File: src/rtl/scan_reg_port_pkg.sv
package scan_reg_port_pkg;

  typedef enum logic [1:0] {
    PATH_NONE = 2'd0,
    PATH_SEL  = 2'd1,
    PATH_ACC  = 2'd2
  } path_e;

endpackage

File: src/rtl/sap_sel_chain.sv
module sap_sel_chain #(
  parameter int          SEL_W   = 5,
  parameter logic [4:0]  RST_SEL = 5'h1F
) (
  input  logic             clk,
  input  logic             rst,
  input  logic             active,
  input  logic             capture,
  input  logic             shift,
  input  logic             update,
  input  logic             tdi,
  output logic             so,
  output logic [SEL_W-1:0] sel_q
);

  logic [SEL_W-1:0] sr;

  always_ff @(posedge clk) begin
    if (rst) begin
      sr    <= '0;
      sel_q <= SEL_W'(RST_SEL);
    end else if (active) begin
      if (capture)
        sr <= sel_q;
      else if (shift)
        sr <= {tdi, sr[SEL_W-1:1]};
      if (update)
        sel_q <= sr;
    end
  end

  assign so = sr[0];

endmodule

File: src/rtl/sap_acc_chain.sv
module sap_acc_chain #(
  parameter int DATA_W = 32,
  parameter int ADDR_W = 7,
  localparam int WORD_W = DATA_W + ADDR_W + 1
) (
  input  logic              clk,
  input  logic              rst,
  input  logic              active,
  input  logic              capture,
  input  logic              shift,
  input  logic              tdi,
  input  logic [DATA_W-1:0] cap_data,
  output logic              so,
  output logic [WORD_W-1:0] word
);

  logic [WORD_W-1:0] sr;

  always_ff @(posedge clk) begin
    if (rst) begin
      sr <= '0;
    end else if (active) begin
      if (capture)
        sr <= {{(ADDR_W+1){1'b0}}, cap_data};
      else if (shift)
        sr <= {tdi, sr[WORD_W-1:1]};
    end
  end

  assign so   = sr[0];
  assign word = sr;

endmodule

File: src/rtl/sap_bus_issue.sv
module sap_bus_issue #(
  parameter int DATA_W = 32,
  parameter int ADDR_W = 7
) (
  input  logic              clk,
  input  logic              rst,
  input  logic              fire,
  input  logic              f_dir,
  input  logic [ADDR_W-1:0] f_addr,
  input  logic [DATA_W-1:0] f_data,
  input  logic [DATA_W-1:0] bus_rdata,
  output logic              bus_wr_en,
  output logic              bus_rd_en,
  output logic [ADDR_W-1:0] bus_addr,
  output logic [DATA_W-1:0] bus_wdata,
  output logic [DATA_W-1:0] cap_value
);

  logic [DATA_W-1:0] rd_hold;

  always_ff @(posedge clk) begin
    if (rst) begin
      bus_wr_en <= 1'b0;
      bus_rd_en <= 1'b0;
      bus_addr  <= '0;
      bus_wdata <= '0;
      rd_hold   <= '0;
    end else begin
      bus_wr_en <= 1'b0;
      bus_rd_en <= 1'b0;
      if (fire) begin
        bus_addr  <= f_addr;
        bus_wr_en <= f_dir;
        bus_rd_en <= ~f_dir;
        if (f_dir)
          bus_wdata <= f_data;
      end
      if (bus_rd_en)
        rd_hold <= bus_rdata;
    end
  end

  // a capture in the read cycle itself sees the fresh bus data
  assign cap_value = bus_rd_en ? bus_rdata : rd_hold;

endmodule

File: src/rtl/scan_reg_port.sv
module scan_reg_port
  import scan_reg_port_pkg::*;
#(
  parameter int          IR_W       = 4,
  parameter int          DATA_W     = 32,
  parameter int          ADDR_W     = 7,
  parameter int          SEL_W      = 5,
  parameter logic [3:0]  ACC_IR     = 4'hC,
  parameter logic [3:0]  SEL_IR     = 4'h2,
  parameter logic [4:0]  ACC_CHAIN  = 5'd0,
  parameter logic [4:0]  RST_SEL    = 5'h1F
) (
  input  logic              clk,
  input  logic              rst,
  input  logic [IR_W-1:0]   instr,
  input  logic              capture_en,
  input  logic              shift_en,
  input  logic              update_en,
  input  logic              tdi,
  output logic              tdo,
  output logic              bus_wr_en,
  output logic              bus_rd_en,
  output logic [ADDR_W-1:0] bus_addr,
  output logic [DATA_W-1:0] bus_wdata,
  input  logic [DATA_W-1:0] bus_rdata
);

  localparam int WORD_W  = DATA_W + ADDR_W + 1;
  localparam int DIR_BIT = WORD_W - 1;

  path_e             path;
  logic [SEL_W-1:0]  sel_q;
  logic              sel_so, acc_so;
  logic [WORD_W-1:0] acc_word;
  logic [DATA_W-1:0] cap_value;

  always_comb begin
    path = PATH_NONE;
    if (instr == IR_W'(SEL_IR))
      path = PATH_SEL;
    else if (instr == IR_W'(ACC_IR) && sel_q == SEL_W'(ACC_CHAIN))
      path = PATH_ACC;
  end

  sap_sel_chain #(.SEL_W(SEL_W), .RST_SEL(RST_SEL)) u_sel (
    .clk     (clk),
    .rst     (rst),
    .active  (path == PATH_SEL),
    .capture (capture_en),
    .shift   (shift_en),
    .update  (update_en),
    .tdi     (tdi),
    .so      (sel_so),
    .sel_q   (sel_q)
  );

  sap_acc_chain #(.DATA_W(DATA_W), .ADDR_W(ADDR_W)) u_acc (
    .clk      (clk),
    .rst      (rst),
    .active   (path == PATH_ACC),
    .capture  (capture_en),
    .shift    (shift_en),
    .tdi      (tdi),
    .cap_data (cap_value),
    .so       (acc_so),
    .word     (acc_word)
  );

  sap_bus_issue #(.DATA_W(DATA_W), .ADDR_W(ADDR_W)) u_bus (
    .clk       (clk),
    .rst       (rst),
    .fire      (update_en && path == PATH_ACC),
    .f_dir     (acc_word[DIR_BIT]),
    .f_addr    (acc_word[DATA_W +: ADDR_W]),
    .f_data    (acc_word[DATA_W-1:0]),
    .bus_rdata (bus_rdata),
    .bus_wr_en (bus_wr_en),
    .bus_rd_en (bus_rd_en),
    .bus_addr  (bus_addr),
    .bus_wdata (bus_wdata),
    .cap_value (cap_value)
  );

  always_comb begin
    case (path)
      PATH_SEL: tdo = sel_so;
      PATH_ACC: tdo = acc_so;
      default:  tdo = 1'b0;
    endcase
  end

endmodule

File: config.mk
export PLATFORM = sky130hd
export DESIGN_NAME = scan_reg_port
export DESIGN_NICKNAME = d
export VERILOG_FILES = /design/src/rtl/scan_reg_port_pkg.sv /design/src/rtl/sap_sel_chain.sv /design/src/rtl/sap_acc_chain.sv /design/src/rtl/sap_bus_issue.sv /design/src/rtl/scan_reg_port.sv
export SDC_FILE = /design/constraint.sdc
export NUM_CORES = 1
export LEC_CHECK = 0
export BUFFER_PORTS_ARGS = -buffer_cell sky130_fd_sc_hd__buf_2
export CAP_MARGIN = 10
export CORE_MARGIN = 4
export CORE_UTILIZATION = 40
export CTS_CLUSTER_SIZE = 40
export DETAILED_ROUTE_END_ITERATION = 10
export RECOVER_POWER = 50
export SYNTH_ARGS = -nofsm -noshare
export SYNTH_HDL_FRONTEND = slang
export SYNTH_SLANG_ARGS = --single-unit
File: constraint.sdc
create_clock -name clk -period 2.1 [get_ports clk]
set_input_delay 0.42 -clock clk [delete_from_list [all_inputs] [get_ports clk]]
set_output_delay 0.42 -clock clk [all_outputs]
set_load 0.02 [all_outputs]
==> metrics.md, run 1 <==
| Metric | Value |
|---|---|
| Top post-synthesis cells by area | `dfxtp_1 (48%), mux2i_1 (22%), nand2b_1 (9.6%)` |
| Antenna diodes | `0` |
| Global Route Usage Sum | `0.154` |
| Worst-path fanout max | `2` |
| First-pass GRT wire length | `17.6 mm` |
| Post-Synthesis Net Count | `roughly 540` |
| Crit path capture type | `output pin` |
| Root Driver | `clkbuf_16` |
| DR pass1 iterations | `4` |
| Main synth FF type | `dfxtp_1` |
| RePlAce Congestion | `just over 0.7` |
| Total power | `around 5.6 mW` |
| Avg WL per Cell | `roughly 14 um` |
| Worst R2R Setup Slack | `~0.15 ns` |
| Mapped Cells | `around 500` |
| Seq/Total Area, Yosys | `0.477` |
| WP data required | `around 1.7 ns` |
| CTS tree | `done` |
| Most frequent cells in the layout | `dfxtp_1 (122), mux2i_1 (116), nand2b_1 (79), nor2_1 (65), clkbuf_1 (45)` |
| Worst slew pin tran | `roughly 0.79 ns` |
| Critical path origin | `u_sel.sel_q[3]$_SDFFE_PP1P_` |
| WP data arrival | `around 1.6 ns` |
| Yosys warning total | `0` |
| Slew Viols, Final | `0` |
| Initial DRC count | `195` |
| Top cell type's share of synthesized area | `0.477` |
| Clk_lat worst skew | `roughly 0.41 ns` |
| Pwr dens | `877 nW/um^2` |
| I/O pin count | `84` |
| Max_slew headroom | `0.475` |
| Detail Route Antenna Nets | `0` |
| Family with the most delay on the worst path | `simple AND/OR/NAND/NOR gates` |
| RSZ-0062 raised after global routing | `yes` |
| Final wirelength | `10.6 mm` |
| Post-synthesis register bit count | `123` |
| Largest net degree at the start of global routing | `~70` |
| Place WS | `a little over 0.04 ns` |
| Core region area | `about 13000 sq um` |
| Peak VDD IR | `approximately 0.54 mV` |
| Final setup vio count | `0` |
| Mapped Avg Cell Area | `~10 sq um` |
| Startpoint class of the critical path | `flop` |
| Mapped cell area | `just over 5000 sq um` |
| Final hold vios | `0` |
| Post-synthesis mux area share | `0.225` |
| Max Cap Viol | `0` |
| Area grow syn2layout | `24.5%` |
| WHS | `approximately 0.27 ns` |
| Crit path time final | `approximately 2.1 ns` |
| Final cycle utilization of the critical path | `0.980` |
| Most common cell after layout, fill and taps aside | `dfxtp_1` |
| HPWL Detailed | `between 7 and 8 mm` |
| Compound-Gate Fraction of Synth Area | `0.0766` |
| Drt drc | `0` |
| Status | `completed` |
| Adder-Cell Fraction of Synth Area | `0` |
| Post-synth top area cell | `dfxtp_1` |
| Fin nets | `~630` |
| Starting Density | `0.409` |
| TritonCTS Buffers | `17` |
| CP Cell Sequence | `or4_4 -> nor3_2 -> a22o_1 -> buf_6` |
| Die X | `122 um` |
| Leak pwr | `2.45 nW` |
| Simple-gate share of the synthesized area | `0.180` |
| CP Buf/Inv Count | `1` |
| Number of flops mapped to enable cells by yosys | `0` |
| Clk sink count | `between 100 and 150` |
| Share of layout cells above drive strength 1 | `0.171` |
| HP Start | `bus_rdata[0]` |
| HP Class | `input port to flop` |
| Gr ovfl total | `0` |
| Clk_skew | `approximately 0.0086 ns` |
| Initial antenna violation count | `1` |
| H-tree depth | `4` |
| Vias in the first global route | `approximately 3700` |
| Clock transition at path regs | `0.05 ns` |
| Fillcell total | `1224` |
| CP max stage delay | `0.48 ns` |
| Die ar. | `around 15000 sq um` |
| XOR/XNOR share of the synthesized area | `0` |
| WS Path Type | `flop to output pin` |
| Largest family of logic cells by synthesized area | `multiplexers` |
| Post-synthesis async set-or-reset flop share | `0` |
| Max clock buf depth | `2` |
| Setup ws final | `roughly 0.042 ns` |
| Final Util | `0.509` |
| Die Y | `between 100 and 150 um` |
| Fmax | `a little under 0.5 GHz` |
| I/O Buffers | `83` |
| Cell Rows | `roughly 40` |
| R2R Path Start | `u_sel.sel_q[3]$_SDFFE_PP1P_` |
| Hold buffers post-CTS | `0` |
| Synth cell types | `28` |
| DR vias/cell | `between 4 and 5` |
| Critical path's slowest cell | `or4_4` |
| Via count | `~3700` |
| Setup_tns | `0 ns` |
Yosys cell counts, types with 2 or more instances:
cell type	count
dfxtp_1	123
mux2i_1	116
nand2b_1	79
nor2_1	65
a211o_1	37
clkbuf_1	28
nand2_1	10
buf_2	6
a211oi_1	5
a21oi_1	5
and3_1	5
buf_1	3
buf_12	2
buf_6	2
or4_4	2
metal layers:
layer  track usage  share of wire
met2         0.241           0.46
met4        0.0609          0.015
met1         0.190           0.46
met3        0.0599          0.058
met5             0         0.0011
report_power, final:
part | switching (mW) | internal, mW
logic | 0.105 | 0.0974
registers | 0.00373 | 2.34
clock network | 0.981 | 2.11
total | 1.09 | 4.55
logic make-up (layout without fill, tap and decap cells):
group | count (synthesis) | count (layout)
multiplexers | 116 | 116
flip-flops | 123 | 123
AO/OA/AOI/OAI | 48 | 48
AND/OR/NAND/NOR | 172 | 172
buffers and inverters | 42 | 138
worst paths after layout:
kind	cells past startpoint	end
worst min-delay path	3	u_bus.rd_hold[0]$_SDFF_PP0_
worst min register to register	2	u_acc.word[36]$_SDFFE_PP0P_
worst max register to register	5	u_bus.bus_wdata[8]$_SDFFE_PP0P_
worst max-delay path	4	tdo
what timing repair did:
item	4_1_cts	5_1_grt
resized for setup	3	2
setup buffers	1	1
pin swaps	3	3
endpoints found under the setup margin	1	1
state kept, by name (all words and copies together) (netlist names):
signal	count
u_bus.rd_hold	32
u_acc.word	40
u_sel.sr	5
u_bus.bus_wr_en	1
u_sel.sel_q	5
u_bus.bus_wdata	32
u_bus.bus_rd_en	1
u_bus.bus_addr	7
stage by stage:
step,area (sq um),std cells
floorplan,5160,501
global placement,5810,735
CTS,6470,768
global route,6430,769
detailed placement,5810,735
finish,6430,769
tightest hold or removal path, delay by kind of cell:
family	cells	cell delay (ns)
buf+inv	1	0.07
mux	1	0.07
simple gates	1	0.08
cell type report:
type	count	area, sq um	area share
Multi-Input combinational cell	336	2510	0.391
Timing Repair Buffer	105	602	0.0936
Inverter	1	3.75	0.000584
Tap cell	172	215	0.0335
Clock buffer	26	499	0.0777
Clock inverter	6	133	0.0206
Sequential cell	123	2460	0.383
Note: power is estimated with default switching activity, not from simulation.
==> run 2, diff against run 1 <==
--- a/config.mk
+++ b/config.mk
@@ -5,7 +5,7 @@
 export SDC_FILE = /design/constraint.sdc
 export NUM_CORES = 1
 export LEC_CHECK = 0
-export BUFFER_PORTS_ARGS = -buffer_cell sky130_fd_sc_hd__buf_2
+export BUFFER_PORTS_ARGS = -buffer_cell sky130_fd_sc_hd__buf_4
 export CAP_MARGIN = 10
 export CORE_MARGIN = 4
 export CORE_UTILIZATION = 40
==> constraint.sdc (replaced) <==
create_clock -name clk -period 2.6 [get_ports clk]
set_input_delay 0.52 -clock clk [delete_from_list [all_inputs] [get_ports clk]]
set_output_delay 0.52 -clock clk [all_outputs]
set_load 0.02 [all_outputs]
==> run 2 against run 1 <==
Setup slack better by 0.22 ns; routed wire length is 1.6% higher; sequential cell count did not move; first-iteration DRC count rose by 21%; cell count shrank 2.1%; combinational power shrank 12%; die area is the same; sequential share of layout area up 0.90 points; clock power down 33%; clock-buffer cell count is 1 higher; largest cell class unchanged; largest power group unchanged.
==> metrics.md, run 2 (synthesized netlist as in run 1, its figures left out) <==
| Metric | Value |
|---|---|
| Crit path time final | `~2.3 ns` |
| Gr ovfl total | `0 (unchanged)` |
| Top sig layer | `met4 (was met5)` |
| Status | `completed (unchanged)` |
| Post-Layout Cell Count | `753 (was 769)` |
| DR vias/cell | `4.80 (was 4.78)` |
| Final wirelength | `10.8 mm (was 10.6 mm)` |
| Worst-path fanout max | `5 (was 2)` |
| Clock transition at path regs | `0.05 ns (about the same)` |
| Detail Route Antenna Nets | `0 (unchanged)` |
| Pwr dens | `661 nW/um^2 (was 877 nW/um^2)` |
| WP data arrival | `1.82 ns (was 1.64 ns)` |
| Setup bufs post-CTS | `0 (was 1)` |
| Switch Pwr | `0.841 mW (was 1.09 mW)` |
| First-pass GRT wire length | `17.9 mm (was 17.6 mm)` |
| TritonCTS Buffers | `17 (unchanged)` |
| Final hold vios | `0 (unchanged)` |
| Final setup vio count | `0 (unchanged)` |
| Clk_skew | `0.00680 ns (was 0.00861 ns)` |
| Starting Density | `0.409 (unchanged)` |
| I/O Buffers | `83 (unchanged)` |
| Drt drc | `0 (unchanged)` |
| Die X | `122 um (unchanged)` |
| Fillcell total | `1216 (was 1224)` |
| Most common cell after layout, fill and taps aside | `dfxtp_1 (unchanged)` |
| Die ar. | `14800 sq um (unchanged)` |
| DR WL met3 | `559 um (was 616 um)` |
| WP data required | `2.08 ns (was 1.68 ns)` |
| DR pass1 iterations | `4 (unchanged)` |
| Share of layout cells above drive strength 1 | `0.141 (was 0.171)` |
| Die Y | `122 um (unchanged)` |
| Max_slew headroom | `0.455 (was 0.475)` |
| Most frequent cells in the layout | `dfxtp_1 (123), mux2i_1 (116), nand2b_1 (79), nor2_1 (65) (was dfxtp_1 (122), mux2i_1 (116), nand2b_1 (79), nor2_1 (65), clkbuf_1 (45))` |
| Max clock buf depth | `2 (unchanged)` |
| HPWL Detailed | `7.04 mm (was 7.34 mm)` |
| Initial DRC count | `235 (was 195)` |
| I/O pin count | `84 (unchanged)` |
| Fin nets | `613 (was 626)` |
| Max Cap Viol | `0 (unchanged)` |
| Core region area | `12600 sq um (unchanged)` |
| Root Driver | `clkbuf_16 (unchanged)` |
| RSZ-0062 raised after global routing | `no (was yes)` |
| Clk_lat worst skew | `0.41 ns (about the same)` |
| Via count | `3617 (was 3679)` |
| Global Route Usage Sum | `0.154 (about the same)` |
| Fmax | `around 0.43 GHz` |
| M1 wire length | `5.15 mm (was 4.92 mm)` |
| Placed Cells incl. Taps | `724 (was 735)` |
| Startpoint class of the critical path | `flop (unchanged)` |
| Setup_tns | `0 ns (unchanged)` |
| Clk sink count | `123 (unchanged)` |
| RePlAce Congestion | `0.728 (was 0.715)` |
| Leak pwr | `2.37 nW (was 2.45 nW)` |
| Largest net degree at the start of global routing | `84 (was 72)` |
| Hold buffers post-CTS | `0 (unchanged)` |
| Worst slew pin tran | `0.817 ns (was 0.787 ns)` |
| Cell-internal power | `3.31 mW (was 4.55 mW)` |
| Switch share | `0.203 (was 0.193)` |
| Avg WL per Cell | `14.3 um (was 13.8 um)` |
| Cell Rows | `41 (unchanged)` |
| Final cycle utilization of the critical path | `0.899` |
| Slew Viols, Final | `0 (unchanged)` |
| Met2 WL post-DR | `4.93 mm (was 4.90 mm)` |
| Post-cts resize count | `0 (was 3)` |
| Share of power burned in registers | `0.457 (was 0.416)` |
| Clock power frac | `0.500 (was 0.548)` |
| Combinational Power Share | `0.043 (was 0.036)` |
| Area grow syn2layout | `21.6% (was 24.5%)` |
| Crit path capture type | `output pin (unchanged)` |
| Antenna diodes | `0 (unchanged)` |
| H-tree depth | `4 (unchanged)` |
| Vias in the first global route | `3669 (was 3710)` |
| Max reg flops | `40 (unchanged)` |
| HP Class | `input port to flop (unchanged)` |
| CTS tree | `done (unchanged)` |
| WS Path Type | `flop to output pin (unchanged)` |
| Peak VDD IR | `0.422 mV (was 0.539 mV)` |
| Initial antenna violation count | `0 (was 1)` |
run 2: power by group through the flow:
stage	combinational [mW]	sequential [mW]	clock [mW]
after global placement	0.176	1.93	0
after global routing	0.196	1.89	2.23
after detailed placement	0.179	1.93	0
final	0.178	1.90	2.08
after CTS	0.180	1.89	2.13
after floorplan	0.104	1.93	0
run 2: final timing paths:
path	from	end	cells past startpoint	slack, ns
max	u_sel.sel_q[2]$_SDFFE_PP1P_	tdo	4	0.26
min	bus_rdata[6]	u_bus.rd_hold[6]$_SDFF_PP0_	3	0.37
min reg2reg	u_acc.word[38]$_SDFFE_PP0P_	u_acc.word[37]$_SDFFE_PP0P_	2	0.46
max reg2reg	u_bus.bus_rd_en$_SDFF_PP0_	u_acc.word[11]$_SDFFE_PP0P_	4	0.30
run 2: layout make-up:
cell class	instances	area, sq um	area share
multi-input cells	336	2500	0.398
flip-flops and latches	123	2460	0.392
repair buffers	92	572	0.0911
clock buffers	27	513	0.0817
well taps	172	215	0.0343
clock inverters	2	10.0	0.00159
inverters	1	3.75	0.000598
run 2: critical path, stage by stage (launching register included):
cell and delay (ns):
dfxtp_1 0.32, or4_4 0.60, nor3_1 0.20, a22o_1 0.15, buf_4 0.13
run 2: metrics by stage:
| step | hold WS [ns] | util | worst slack, ns | area (sq um) | power [mW] |
|---|---|---|---|---|---|
| 6_report | 0.374 | 0.497 | 0.262 | 6280 | 4.15 |
| 5_1_grt | 0.370 | 0.497 | 0.126 | 6280 | 4.32 |
| 4_1_cts | 0.361 | 0.511 | 0.245 | 6450 | 4.21 |
| 3_5_place_dp | 0.457 | 0.469 | 0.298 | 5920 | 2.11 |
| 3_3_place_gp | 0.452 | 0.469 | 0.318 | 5920 | 2.11 |
| 2_1_floorplan | 0.439 | - | 0.465 | 5160 | 2.04 |
run 2: routing by layer:
metal / global-route usage / vias up
met4: 0.0525 / 0
met3: 0.0645 / 13
met2: 0.239 / 70
met5: 0 / -
met1: 0.194 / 1674
li1: - / 1860
==> run 3, diff against run 2 <==
--- a/config.mk
+++ b/config.mk
@@ -11,7 +11,8 @@
 export CORE_UTILIZATION = 40
 export CTS_CLUSTER_SIZE = 40
 export DETAILED_ROUTE_END_ITERATION = 10
-export RECOVER_POWER = 50
+export PLACE_DENSITY_LB_ADDON = 0.15
+export RECOVER_POWER = 25
 export SYNTH_ARGS = -nofsm -noshare
 export SYNTH_HDL_FRONTEND = slang
 export SYNTH_SLANG_ARGS = --single-unit
==> run 3 against run 2 <==
The flow now finishes with violations (capacitance limit, slew limit); global-route usage is 0.28 points lower; register-to-register slack improved by 0.26 ns; final area up 3.5%; routed wire length about the same; sequential power about the same; clock skew down 0.0018 ns; die area unchanged; clock-buffer cell count fell by 2; worst hold slack improved by 0.012 ns.
==> metrics.md, run 3 (synthesized netlist as in run 1, its figures left out) <==
| Metric | Value |
|---|---|
| Fillcell total | `1175 (was 1216)` |
| Peak VDD IR | `0.321 mV (was 0.422 mV)` |
| I/O Buffers | `83 (unchanged)` |
| Setup_tns | `0 ns (unchanged)` |
| Avg WL per Cell | `14.3 um (about the same)` |
| Clk_skew | `0.00498 ns (was 0.00680 ns)` |
| HPWL Detailed | `6.99 mm (was 7.04 mm)` |
| Most frequent cells in the layout | `dfxtp_1 (122), mux2i_1 (116), nand2b_1 (79), buf_4 (73), nor2_1 (65) (was dfxtp_1 (123), mux2i_1 (116), nand2b_1 (79), nor2_1 (65))` |
| DR vias/cell | `4.86 (was 4.80)` |
| HP Class | `input port to flop (unchanged)` |
| WS Path Type | `flop to output pin (unchanged)` |
| RSZ-0062 raised after global routing | `no (unchanged)` |
| RePlAce Congestion | `0.759 (was 0.728)` |
| Post-cts resize count | `0 (unchanged)` |
| Starting Density | `0.409 (unchanged)` |
| Final Util | `0.515 (was 0.497)` |
| First-pass GRT wire length | `17.6 mm (was 17.9 mm)` |
| Vias in the first global route | `3624 (was 3669)` |
| Global Route Usage Sum | `0.151 (was 0.154)` |
| Initial DRC count | `177 (was 235)` |
| DR pass1 iterations | `4 (unchanged)` |
| Crit path time final | `2.34 ns (about the same)` |
| Clk_lat worst skew | `0.40 ns (was 0.41 ns)` |
| Core region area | `12600 sq um (unchanged)` |
| Antenna diodes | `0 (unchanged)` |
| Final hold vios | `0 (unchanged)` |
| Max clock buf depth | `2 (unchanged)` |
| Final wirelength | `10.8 mm (about the same)` |
| Cell Rows | `41 (unchanged)` |
| Worst slew pin tran | `1.67 ns (was 0.817 ns)` |
| WP data arrival | `1.82 ns (about the same)` |
| Via count | `3672 (was 3617)` |
| Share of layout cells above drive strength 1 | `0.199 (was 0.141)` |
| WP data required | `2.08 ns (about the same)` |
| Die Y | `122 um (unchanged)` |
| Fin nets | `612 (was 613)` |
| H-tree depth | `4 (unchanged)` |
| Gr ovfl total | `0 (unchanged)` |
| Post-Layout Cell Count | `755 (was 753)` |
| Max Cap Viol | `1 (was 0)` |
| Hold buffers post-CTS | `0 (unchanged)` |
| Startpoint class of the critical path | `flop (unchanged)` |
| Most common cell after layout, fill and taps aside | `dfxtp_1 (unchanged)` |
| I/O pin count | `84 (unchanged)` |
| Crit path capture type | `output pin (unchanged)` |
| TritonCTS Buffers | `17 (unchanged)` |
| Worst R2R Setup Slack | `0.56 ns (was 0.30 ns)` |
| Largest net degree at the start of global routing | `95 (was 84)` |
| Design Area, Final | `6500 sq um (was 6280 sq um)` |
| WHS | `0.385 ns (was 0.374 ns)` |
| Post-Place Cell Area | `5930 sq um (was 5920 sq um)` |
| Final cycle utilization of the critical path | `0.899 (about the same)` |
| Final setup vio count | `0 (unchanged)` |
| Max_slew headroom | `-0.114 (was 0.455)` |
| Pwr dens | `692 nW/um^2 (was 661 nW/um^2)` |
| Die X | `122 um (unchanged)` |
| Failing checks | `capacitance limit, slew limit` |
| Die ar. | `14800 sq um (unchanged)` |
| Fmax | `0.428 GHz (about the same)` |
| Clk sink count | `123 (unchanged)` |
| Detail Route Antenna Nets | `0 (unchanged)` |
| Drt drc | `0 (unchanged)` |
| Worst-path fanout max | `5 (unchanged)` |
| Max reg flops | `40 (unchanged)` |
| Placed Cells incl. Taps | `723 (was 724)` |
| CTS tree | `done (unchanged)` |
| Slew Viols, Final | `93 (was 0)` |
| Leak pwr | `2.54 nW (was 2.37 nW)` |
| Initial antenna violation count | `0 (unchanged)` |
| Root Driver | `clkbuf_16 (unchanged)` |
| Clock transition at path regs | `0.05 ns (about the same)` |
| Status | `finished, violations left (was completed)` |
| Setup bufs post-CTS | `0 (unchanged)` |
| Area grow syn2layout | `25.9% (was 21.6%)` |
-- run 3: final cells by class --
cell class | count | area (sq um) | share of cell area
Clock buffer | 25 | 505 | 0.0778
Timing Repair Buffer | 91 | 698 | 0.107
Sequential cell | 123 | 2460 | 0.379
Clock inverter | 7 | 110 | 0.0169
Tap cell | 172 | 215 | 0.0331
Inverter | 1 | 3.75 | 0.000578
Multi-Input combinational cell | 336 | 2500 | 0.385
-- run 3: path summary, 6_finish.rpt --
path,startpoint,endpoint,depth (start not counted)
max,u_sel.sel_q[2]$_SDFFE_PP1P_,tdo,4
min reg2reg,u_acc.word[34]$_SDFFE_PP0P_,u_acc.word[33]$_SDFFE_PP0P_,2
max reg2reg,u_sel.sel_q[2]$_SDFFE_PP1P_,u_bus.bus_wdata[17]$_SDFFE_PP0P_,3
min,bus_rdata[24],u_bus.rd_hold[24]$_SDFF_PP0_,3
-- run 3: stage by stage --
stage                     setup WS (ns)  total power, mW
final                             0.263             4.50
after global routing              0.205             4.66
after CTS                         0.236             4.55
after detailed placement          0.284             2.11
after global placement            0.312             2.11
after floorplan                   0.465             2.04
-- run 3: power breakdown --
group	switching (mW)	internal (mW)	leakage, nW
clock	0.793	1.63	0.307
sequential	0.00306	1.89	0.991
combinational	0.0850	0.0955	1.24
total	0.881	3.62	2.54
-- run 3: per-layer routing --
layer,share of wire,global-route usage,up-vias
met5,0,0,-
met4,0.016,0.0693,0
met3,0.050,0.0492,14
met2,0.48,0.245,69
met1,0.46,0.184,1725
li1,-,-,1864
-- run 3: critical path: stages, from the launching register on --
cell,delay (ns)
dfxtp_1,0.32
or4_4,0.60
nor3_1,0.21
a22o_1,0.15
buf_4,0.13
